==> src/rtl/rotr_pkg.sv <==
package rotr_pkg;
   typedef enum logic [2:0] {
      ROT_W32_IMM = 3'd0,
      ROT_W32_REG = 3'd1,
      ROT_W64_IMM = 3'd2,
      ROT_W64_UP  = 3'd3,
      ROT_W64_REG = 3'd4
   } rot_mode_e;
endpackage

==> src/rtl/rotr_amount_sel.sv <==
module rotr_amount_sel
   import rotr_pkg::*;
#(
   parameter int AMT_W = 6,
   localparam int IMM_W = AMT_W - 1
) (
   input  logic [2:0]       mode,
   input  logic [IMM_W-1:0] imm,
   input  logic [AMT_W-1:0] src,
   output logic [AMT_W-1:0] amt,
   output logic             narrow,
   output logic             valid
);
   always_comb begin
      amt    = '0;
      narrow = 1'b0;
      valid  = 1'b1;
      case (rot_mode_e'(mode))
         ROT_W32_IMM: begin amt = {1'b0, imm};            narrow = 1'b1; end
         ROT_W32_REG: begin amt = {1'b0, src[IMM_W-1:0]}; narrow = 1'b1; end
         ROT_W64_IMM: amt = {1'b0, imm};
         ROT_W64_UP:  amt = {1'b1, imm};
         ROT_W64_REG: amt = src;
         default:     valid = 1'b0;
      endcase
   end

   always_comb begin
      if (rot_mode_e'(mode) == ROT_W64_UP)
         a_r4_upper_range: assert (amt >= AMT_W'(1 << IMM_W));
      if (narrow)
         a_r1_narrow_below_half: assert (amt[AMT_W-1] == 1'b0);
   end
endmodule

==> src/rtl/rotr_barrel.sv <==
module rotr_barrel #(
   parameter int W  = 64,
   localparam int SW = $clog2(W)
) (
   input  logic [W-1:0]  din,
   input  logic [SW-1:0] amt,
   output logic [W-1:0]  dout
);
   if (W < 4 || (1 << SW) != W) begin : g_bad_width
      $error("rotr_barrel: W must be a power of two, at least 4");
   end

   logic [W-1:0] stg [SW+1];
   assign stg[0] = din;

   for (genvar k = 0; k < SW; k++) begin : g_stage
      localparam int D = 1 << k;
      assign stg[k+1] = amt[k] ? {stg[k][D-1:0], stg[k][W-1:D]} : stg[k];
   end

   assign dout = stg[SW];

   always_comb begin
      a_r3_ones_kept: assert ($countones(dout) == $countones(din));
   end
endmodule

==> src/rtl/rotr_extend.sv <==
module rotr_extend #(
   parameter int W        = 64,
   parameter bit SIGN_EXT = 1'b1,
   localparam int H       = W / 2
) (
   input  logic [W-1:0] rot,
   input  logic         narrow,
   input  logic         valid,
   output logic [W-1:0] dout
);
   logic [H-1:0] fill;

   if (SIGN_EXT) begin : g_sign
      assign fill = {H{rot[H-1]}};
   end else begin : g_zero
      assign fill = '0;
   end

   always_comb begin
      if (!valid)      dout = '0;
      else if (narrow) dout = {fill, rot[H-1:0]};
      else             dout = rot;
   end
endmodule

==> src/rtl/rotr_unit.sv <==
module rotr_unit
   import rotr_pkg::*;
#(
   parameter int DATA_W   = 64,
   parameter bit SIGN_EXT = 1'b1,
   localparam int AMT_W   = $clog2(DATA_W),
   localparam int IMM_W   = AMT_W - 1,
   localparam int HALF_W  = DATA_W / 2
) (
   input  logic [2:0]        mode_i,
   input  logic [DATA_W-1:0] data_i,
   input  logic [DATA_W-1:0] shsrc_i,
   input  logic [IMM_W-1:0]  imm_i,
   output logic [DATA_W-1:0] result_o
);
   if ((1 << AMT_W) != DATA_W || DATA_W < 8) begin : g_bad_param
      $error("rotr_unit: DATA_W must be a power of two, at least 8");
   end

   logic [AMT_W-1:0]  amt;
   logic              narrow;
   logic              valid;
   logic [DATA_W-1:0] barrel_in;
   logic [DATA_W-1:0] barrel_out;
   logic              unused_src_hi;

   assign unused_src_hi = ^shsrc_i[DATA_W-1:AMT_W];

   rotr_amount_sel #(.AMT_W(AMT_W)) u_amt (
      .mode   (mode_i),
      .imm    (imm_i),
      .src    (shsrc_i[AMT_W-1:0]),
      .amt    (amt),
      .narrow (narrow),
      .valid  (valid)
   );

   // The low half is doubled so that one wide barrel also serves the narrow modes.
   assign barrel_in = narrow ? {data_i[HALF_W-1:0], data_i[HALF_W-1:0]} : data_i;

   rotr_barrel #(.W(DATA_W)) u_barrel (
      .din  (barrel_in),
      .amt  (amt),
      .dout (barrel_out)
   );

   rotr_extend #(.W(DATA_W), .SIGN_EXT(SIGN_EXT)) u_ext (
      .rot    (barrel_out),
      .narrow (narrow),
      .valid  (valid),
      .dout   (result_o)
   );

   always_comb begin
      if (mode_i > 3'd4)
         a_r8_unused_zero: assert (result_o == '0);
      if (rot_mode_e'(mode_i) == ROT_W64_IMM && imm_i == '0)
         a_r7_zero_pass: assert (result_o == data_i);
      if (rot_mode_e'(mode_i) == ROT_W32_IMM || rot_mode_e'(mode_i) == ROT_W32_REG)
         a_r1_low_ones: assert ($countones(result_o[HALF_W-1:0])
                                == $countones(data_i[HALF_W-1:0]));
      if (rot_mode_e'(mode_i) == ROT_W64_REG || rot_mode_e'(mode_i) == ROT_W64_UP)
         a_r5_wide_ones: assert ($countones(result_o) == $countones(data_i));
   end
endmodule

==> config.mk <==
export PLATFORM = sky130hd
export DESIGN_NAME = rotr_unit
export DESIGN_NICKNAME = d
export VERILOG_FILES = /design/src/rtl/rotr_pkg.sv /design/src/rtl/rotr_amount_sel.sv /design/src/rtl/rotr_barrel.sv /design/src/rtl/rotr_extend.sv /design/src/rtl/rotr_unit.sv
export SDC_FILE = /design/constraint.sdc
export NUM_CORES = 1
export LEC_CHECK = 0
export BUFFER_PORTS_ARGS = -buffer_cell sky130_fd_sc_hd__buf_4
export CAP_MARGIN = 20
export CORE_MARGIN = 5
export CORE_UTILIZATION = 50
export DETAILED_ROUTE_END_ITERATION = 8
export PLACE_DENSITY = 0.81
export SYNTH_ARGS = -nofsm -noshare
export SYNTH_HDL_FRONTEND = slang
export SYNTH_SLANG_ARGS = --single-unit
==> constraint.sdc <==
create_clock -name vclk -period 3.4
set_input_delay 0.51 -clock vclk [all_inputs]
set_output_delay 0.51 -clock vclk [all_outputs]
set_load 0.01 [all_outputs]
==> results.py, run 1 <==
metrics = {
    "run_status": {
        "status": "stopped before the end",
        "lastStage": "global routing",
        "first-error": "[ERROR GRT-0232] Routing congestion too high. Check the congestion heatmap in the GUI.",
    },
    "floorplan": {
        "io-pin-count": 200,
        "start_util": 0.5123,
        "die-width_um": 126.9,
        "placementRows": 42,
        "fp.dieH_um": 126.9,
    },
    "global_route": {
        "overflow": 14,
        "grtUsageTotal": 0.7784,
        "grt_max_degree": 83,
    },
    "placed_design": {
        "hpwl_um": 31500,
        "gp_congestion": 1.212,
        "dpl-instance-area_um2": 10170,
        "portBuffers": 142,
    },
    "synthesis": {
        "syn_nets": 1096,
        "syn_area_per_cell_um2": 7.123,
        "ys_types": 70,
        "synth_warnings": 0,
        "yosysSeqAreaShare": 0,
        "synth_area_um2": 6838,
        "netlist_instances": 960,
    },
    "timing": {
        "worst_endpoint": "result_o[44]",
        "endpoint_type": "output port",
    },
}
## metal layers
| layer | global-route usage | GRT overflow |
|---|---|---|
| met4 | 0.7382 | 8 |
| met2 | 0.9134 | 3 |
| met3 | 0.6738 | 2 |
| met1 | 0.7818 | 1 |
| met5 | 0.3622 | 0 |
## kinds of logic after synthesis
kind of cell	synth area share
compound gates	0.5270
xor+xnor	0.006406
buf+inv	0.09021
mux	0.2148
simple gates	0.1616
## metrics by stage
step / utilization / setup WS [ps] / setup TNS (ps) / hold WS, ps / std cells
3_3_place_gp: 0.7621 / -602.4 / -26810 / 1709 / 1448
3_5_place_dp: 0.7621 / -613.5 / -29640 / 1761 / 1448
4_1_cts: 0.8706 / -450.8 / -18940 / 1772 / 1487
2_1_floorplan: - / -110.4 / -806.1 / 1508 / 960
## timing repair
item | 4_1_cts
pin swaps | 74
gates cloned | 2
buffers inserted | 40
endpoints found under the setup margin | 64
hold buffers | 0
resized for setup | 250
## cells in the mapped netlist, types with 28 or more instances
cell type,n,share of area
a211oi_1,56,0.061
a21oi_1,71,0.052
a22oi_1,30,0.033
buf_2,28,0.020
clkbuf_1,70,0.038
mux2i_1,81,0.12
nand2_1,68,0.037
nand3_1,51,0.037
nor2_1,37,0.020
o211ai_1,51,0.056
o21ai_0,31,0.023
o221ai_1,30,0.038
==> inputs of run 2 (changes only) <==
--- a/config.mk
+++ b/config.mk
@@ -8,9 +8,9 @@
 export BUFFER_PORTS_ARGS = -buffer_cell sky130_fd_sc_hd__buf_4
 export CAP_MARGIN = 20
 export CORE_MARGIN = 5
-export CORE_UTILIZATION = 50
+export CORE_UTILIZATION = 40
 export DETAILED_ROUTE_END_ITERATION = 8
-export PLACE_DENSITY = 0.81
+export PLACE_DENSITY_LB_ADDON = 0.15
 export SYNTH_ARGS = -nofsm -noshare
 export SYNTH_HDL_FRONTEND = slang
 export SYNTH_SLANG_ARGS = --single-unit
==> constraint.sdc (replaced) <==
create_clock -name vclk -period 4.42
set_input_delay 0.663 -clock vclk [all_inputs]
set_output_delay 0.663 -clock vclk [all_outputs]
set_load 0.01 [all_outputs]
==> results.py, run 2 <==
metrics = {
    "timing": {
        "setup_tns_ps": 0,
        "timing.hold.ws_ps": 2094,
        "setup_viol": 0,
        "post-route-min-period_ps": 4361,
        "fmax_mhz": 229.3,
        "hold_viol_final": 0,
        "post-route-period-util": 0.9866,
        "max_slew_margin": 0.3229,
        "maxSlewViolCount": 0,
        "rsz0062_at_grt": "true",
        "worst_pin_slew_ps": 1016,
    },
    "worst_setup_path": {
        "worst_setup_path_end_kind": "output pin",
        "path_cells": "buf_4 -> nand2b_1 -> o22ai_4 -> buf_12 -> buf_4 -> mux4_2 -> a22oi_1 -> nand2_1 -> mux2i_2 -> o221ai_2 -> buf_12 -> o221a_2 -> buf_4",
        "cp.arrival_ps": 3700,
        "critical_path.slowest_cell": "mux4_2",
        "startpoint_type": "primary input",
        "critPathLaunch": "mode_i[2]",
        "crit_buf_inv": 5,
        "slowest_delay_ps": 550,
        "critPathMaxFanout": 15,
        "path_class": "in -> out",
        "cp.required_ps": 3760,
        "critPathTopFamily": "compound AO/OA/AOI/OAI gates",
        "cpMostUsedCell": "buf_4",
    },
    "finish": {
        "final_common_cell": "buf_4",
        "seq_area_um2": 0,
        "seq_cell_count": 0,
        "n_antenna_cell": 0,
        "final_core_util": 0.5395,
        "final_nets": 1269,
        "final_area_um2": 9010,
        "final_cell_mix": "buf_4 (277), mux2i_1 (76), a21oi_1 (71), nand2_1 (68), a211oi_1 (55)",
        "drive_gt1_frac": 0.3324,
        "syn_to_final_growth_pct": 31.77,
        "clkbuf_count": 0,
    },
    "drt": {
        "ant_nets": 0,
        "vias": 9730,
        "finalWirelength_um": 37600,
        "dr.pass1.iters": 6,
        "vias_per_cell": 7.202,
        "wl_per_cell_um": 27.83,
        "drt_iter0_markers": 1478,
        "drc_errors": 0,
    },
    "floorplan": {
        "start_util": 0.4094,
        "die_area_um2": 19810,
        "die-width_um": 140.7,
        "coreArea_um2": 16700,
        "fp.dieH_um": 140.7,
        "placementRows": 47,
        "io-pin-count": 200,
    },
    "global_route": {
        "grt_max_degree": 85,
        "grt_pass1_vias": 9267,
        "grt_pass1_wl_um": 56360,
        "overflow": 0,
        "grtUsageTotal": 0.3596,
        "antenna_found_initial": 0,
    },
    "synthesis": {
        "synth_area_um2": 6838,
        "synth_warnings": 0,
        "yosysSeqAreaShare": 0,
        "syn_area_per_cell_um2": 7.123,
        "yosysMostFrequentCell": "mux2i_1",
        "synth_top_area_share": 0.1186,
        "netlist_instances": 960,
        "syn_nets": 1096,
        "synth_top_area_cell": "mux2i_1",
        "netlist_top_cells_area": "mux2i_1 (12%), mux4_2 (6.6%), a211oi_1 (6.1%)",
        "ys_types": 70,
        "synth_common_cells": "mux2i_1 (81), a21oi_1 (71), clkbuf_1 (70)",
    },
    "worst_hold_path": {
        "min_path_type": "in -> out",
        "worstHoldStart": "shsrc_i[5]",
    },
    "pwr": {
        "leakage_nw": 3.810,
        "powerDensity_nw_per_um2": 231.2,
        "vdd_drop_max_v": 0.0001212,
    },
    "placed_design": {
        "dpl-instance-area_um2": 8906,
        "hpwl_um": 30200,
        "portBuffers": 142,
        "gp_congestion": 1.078,
    },
    "run_status": {
        "status": "complete, no violations",
    },
    "run": {
        "max-cap-violations": 0,
    },
}
## run 2: cell counts after synthesis
No cell type changed its count.
## run 2: path summary, 6_finish.rpt
check / endpoint / slack, ps / cells past startpoint
max: result_o[41] / 60 / 13
min: result_o[47] / 2090 / 5
## run 2: timing repair
item / in CTS / in global routing
endpoints found under the setup margin: 20 / 38
gates resized for setup: 1 / 15
pin swaps: 1 / 0
hold buffers: 0 / 0
setup buffers: 1 / 0
## run 2: cell families after synthesis
family	Yosys count	synth area share
AOI/OAI and AO/OA	474	0.5270
xor gates and xnor gates	2	0.006406
buffers and inverters	137	0.09021
muxes	119	0.2148
and+or+nand+nor	228	0.1616
## run 2: cell type report
type / count / area [um^2]
Fill cell: 1711 / 7691
Inverter: 21 / 78.83
Multi-Input combinational cell: 823 / 6385
Tap cell: 220 / 275.3
Timing Repair Buffer: 287 / 2271
## run 2: layer usage
metal	up-vias	track usage	part of all wire	wire length [um]
li1	4313	-	-	-
met1	4684	0.4959	0.41	15260
met2	641	0.5990	0.47	17630
met3	92	0.04301	0.093	3508
met4	0	0.08669	0.032	1197
met5	-	0	0	0
## run 2: where the power goes
group / internal (W) / total, W / leakage, nW / switching (W)
logic: 0.000884 / 0.00208 / 3.81 / 0.00120
clock network: 0 / 0 / 0 / 0
registers: 0 / 0 / 0 / 0
## run 2: metrics by stage
| stage | instances | setup WS [ps] | power (W) |
|---|---|---|---|
| CTS | 1351 | 31.13 | 0.002014 |
| global placement | 1350 | -39.37 | 0.001997 |
| finish | 1351 | 59.24 | 0.002083 |
| detailed placement | 1350 | -50.19 | 0.002001 |
| global route | 1351 | -9.052 | 0.002205 |
| floorplan | 960 | 515.2 | 0.001163 |
## run 2: worst min-delay path: stages
cell      delay [ps]
buf_4             80
nand3_1          130
o21ai_4          310
a221oi_2         100
buf_4            140
(Power assumes the default switching activity.)
==> inputs of run 3 (changes only) <==
==> constraint.sdc (replaced) <==
create_clock -name vclk -period 4.1
set_input_delay 0.615 -clock vclk [all_inputs]
set_output_delay 0.615 -clock vclk [all_outputs]
set_load 0.01 [all_outputs]
==> results.py, run 3 (synthesis results as in run 2) <==
metrics = {
    "drt": {
        "wl_per_cell_um": 27.62,
        "finalWirelength_um": 39470,
        "vias": 10200,
        "drt_iter0_markers": 1370,
        "ant_nets": 0,
        "dr.pass1.iters": 6,
        "vias_per_cell": 7.138,
        "drc_errors": 0,
    },
    "pwr": {
        "leakage_nw": 4.322,
        "power_frac_clock": 0,
        "switchingPower_w": 0.001392,
        "p_seq_frac": 0,
        "p_comb_frac": 1.000,
        "p_total_w": 0.002514,
        "powerDensity_nw_per_um2": 250.6,
        "power_switching_share": 0.5534,
        "vdd_drop_max_v": 0.0001793,
        "power.internal_w": 0.001123,
    },
    "timing": {
        "post-route-period-util": 1.015,
        "rsz0062_at_grt": "true",
        "setup_tns_ps": -673.6,
        "setup_viol": 24,
        "worst_pin_slew_ps": 856.7,
        "hold_viol_final": 0,
        "fmax_mhz": 240.3,
        "post-route-min-period_ps": 4161,
        "worst_slack_ps": -60.83,
        "maxSlewViolCount": 0,
        "max_slew_margin": 0.4268,
    },
    "worst_setup_path": {
        "startpoint_type": "primary input",
        "slowest_delay_ps": 540,
        "critPathMaxFanout": 7,
        "cp.required_ps": 3480,
        "path_cells": "buf_8 -> nor2b_4 -> o22ai_4 -> buf_12 -> buf_12 -> buf_8 -> mux4_2 -> a221o_2 -> mux2i_4 -> o221ai_4 -> clkbuf_16 -> o221a_4 -> buf_6",
        "worst_setup_path_end_kind": "output pin",
        "crit_buf_inv": 6,
        "path_class": "in -> out",
        "critPathTopFamily": "compound AO/OA/AOI/OAI gates",
        "cp.arrival_ps": 3550,
        "critical_path.slowest_cell": "mux4_2",
    },
    "placed_design": {
        "dpl_worst_slack_ps": -257.4,
        "dpl.cell_count": 1422,
        "portBuffers": 142,
        "gp_congestion": 1.064,
        "hpwl_um": 31630,
    },
    "global_route": {
        "grt_max_degree": 49,
        "antenna_found_initial": 0,
        "grt_pass1_vias": 9466,
        "overflow": 0,
        "grt_pass1_wl_um": 58310,
        "grtUsageTotal": 0.3736,
    },
    "floorplan": {
        "coreArea_um2": 16700,
        "die_area_um2": 19810,
        "start_util": 0.4094,
        "die-width_um": 140.7,
        "fp.dieH_um": 140.7,
        "io-pin-count": 200,
        "placementRows": 47,
    },
    "finish": {
        "multi_input_area_um2": 6648,
        "n_antenna_cell": 0,
        "finalNonFillerCells": 1429,
        "final_cell_mix": "buf_4 (325), mux2i_1 (75), a21oi_1 (69), nand2_1 (66)",
        "final_nets": 1347,
        "final_common_cell": "buf_4",
        "drive_gt1_frac": 0.4003,
        "final_core_util": 0.6008,
        "seq_area_um2": 0,
        "clkbuf_count": 0,
        "nFillCells": 1569,
        "syn_to_final_growth_pct": 46.75,
        "seq_cell_count": 0,
    },
    "run_status": {
        "violations": "negative setup slack",
        "status": "finished, violations left",
    },
    "worst_hold_path": {
        "min_path_type": "in -> out",
    },
    "cts": {
        "cts-hold-fix-buffers": 0,
    },
    "run": {
        "max-cap-violations": 0,
    },
}
-- run 3: routing by layer --
layer / global-route usage / vias to the layer above / share of wire
li1: - / 4496 / -
met1: 0.5059 / 4913 / 0.40
met2: 0.6132 / 678 / 0.46
met3: 0.06095 / 111 / 0.11
met4: 0.1081 / 2 / 0.041
met5: 0 / - / 0.00089
-- run 3: per-stage QoR --
stage | hold slack (ps) | area [um^2]
CTS | 1960 | 9663
global placement | 1953 | 9497
finish | 1969 | 10030
detailed placement | 1961 | 9497
floorplan | 1718 | 6838
global route | 2038 | 10030
-- run 3: final cells by class --
class / instances / area share
inverter: 21 / 0.007855
multi-input combinational: 823 / 0.6625
tap: 220 / 0.02743
timing repair buffer: 365 / 0.3022
-- run 3: path summary, 6_finish.rpt --
kind,start,end,slack [ps],depth (start not counted)
max,mode_i[0],result_o[52],-60,13
min,shsrc_i[5],result_o[47],1970,5
-- run 3: power groups by stage --
stage	logic, W	registers, W	clock network [W]
6_report	0.00251	0	0
5_1_grt	0.00264	0	0
4_1_cts	0.00233	0	0
3_5_place_dp	0.00228	0	0
3_3_place_gp	0.00227	0	0
2_1_floorplan	0.00125	0	0
-- run 3: what timing repair did --
action / 4_1_cts / 5_1_grt
resized for setup: 27 / 66
gates cloned: 0 / 1
setup endpoints to repair: 44 / 55
pin swaps: 9 / 23
buffers inserted: 4 / 2
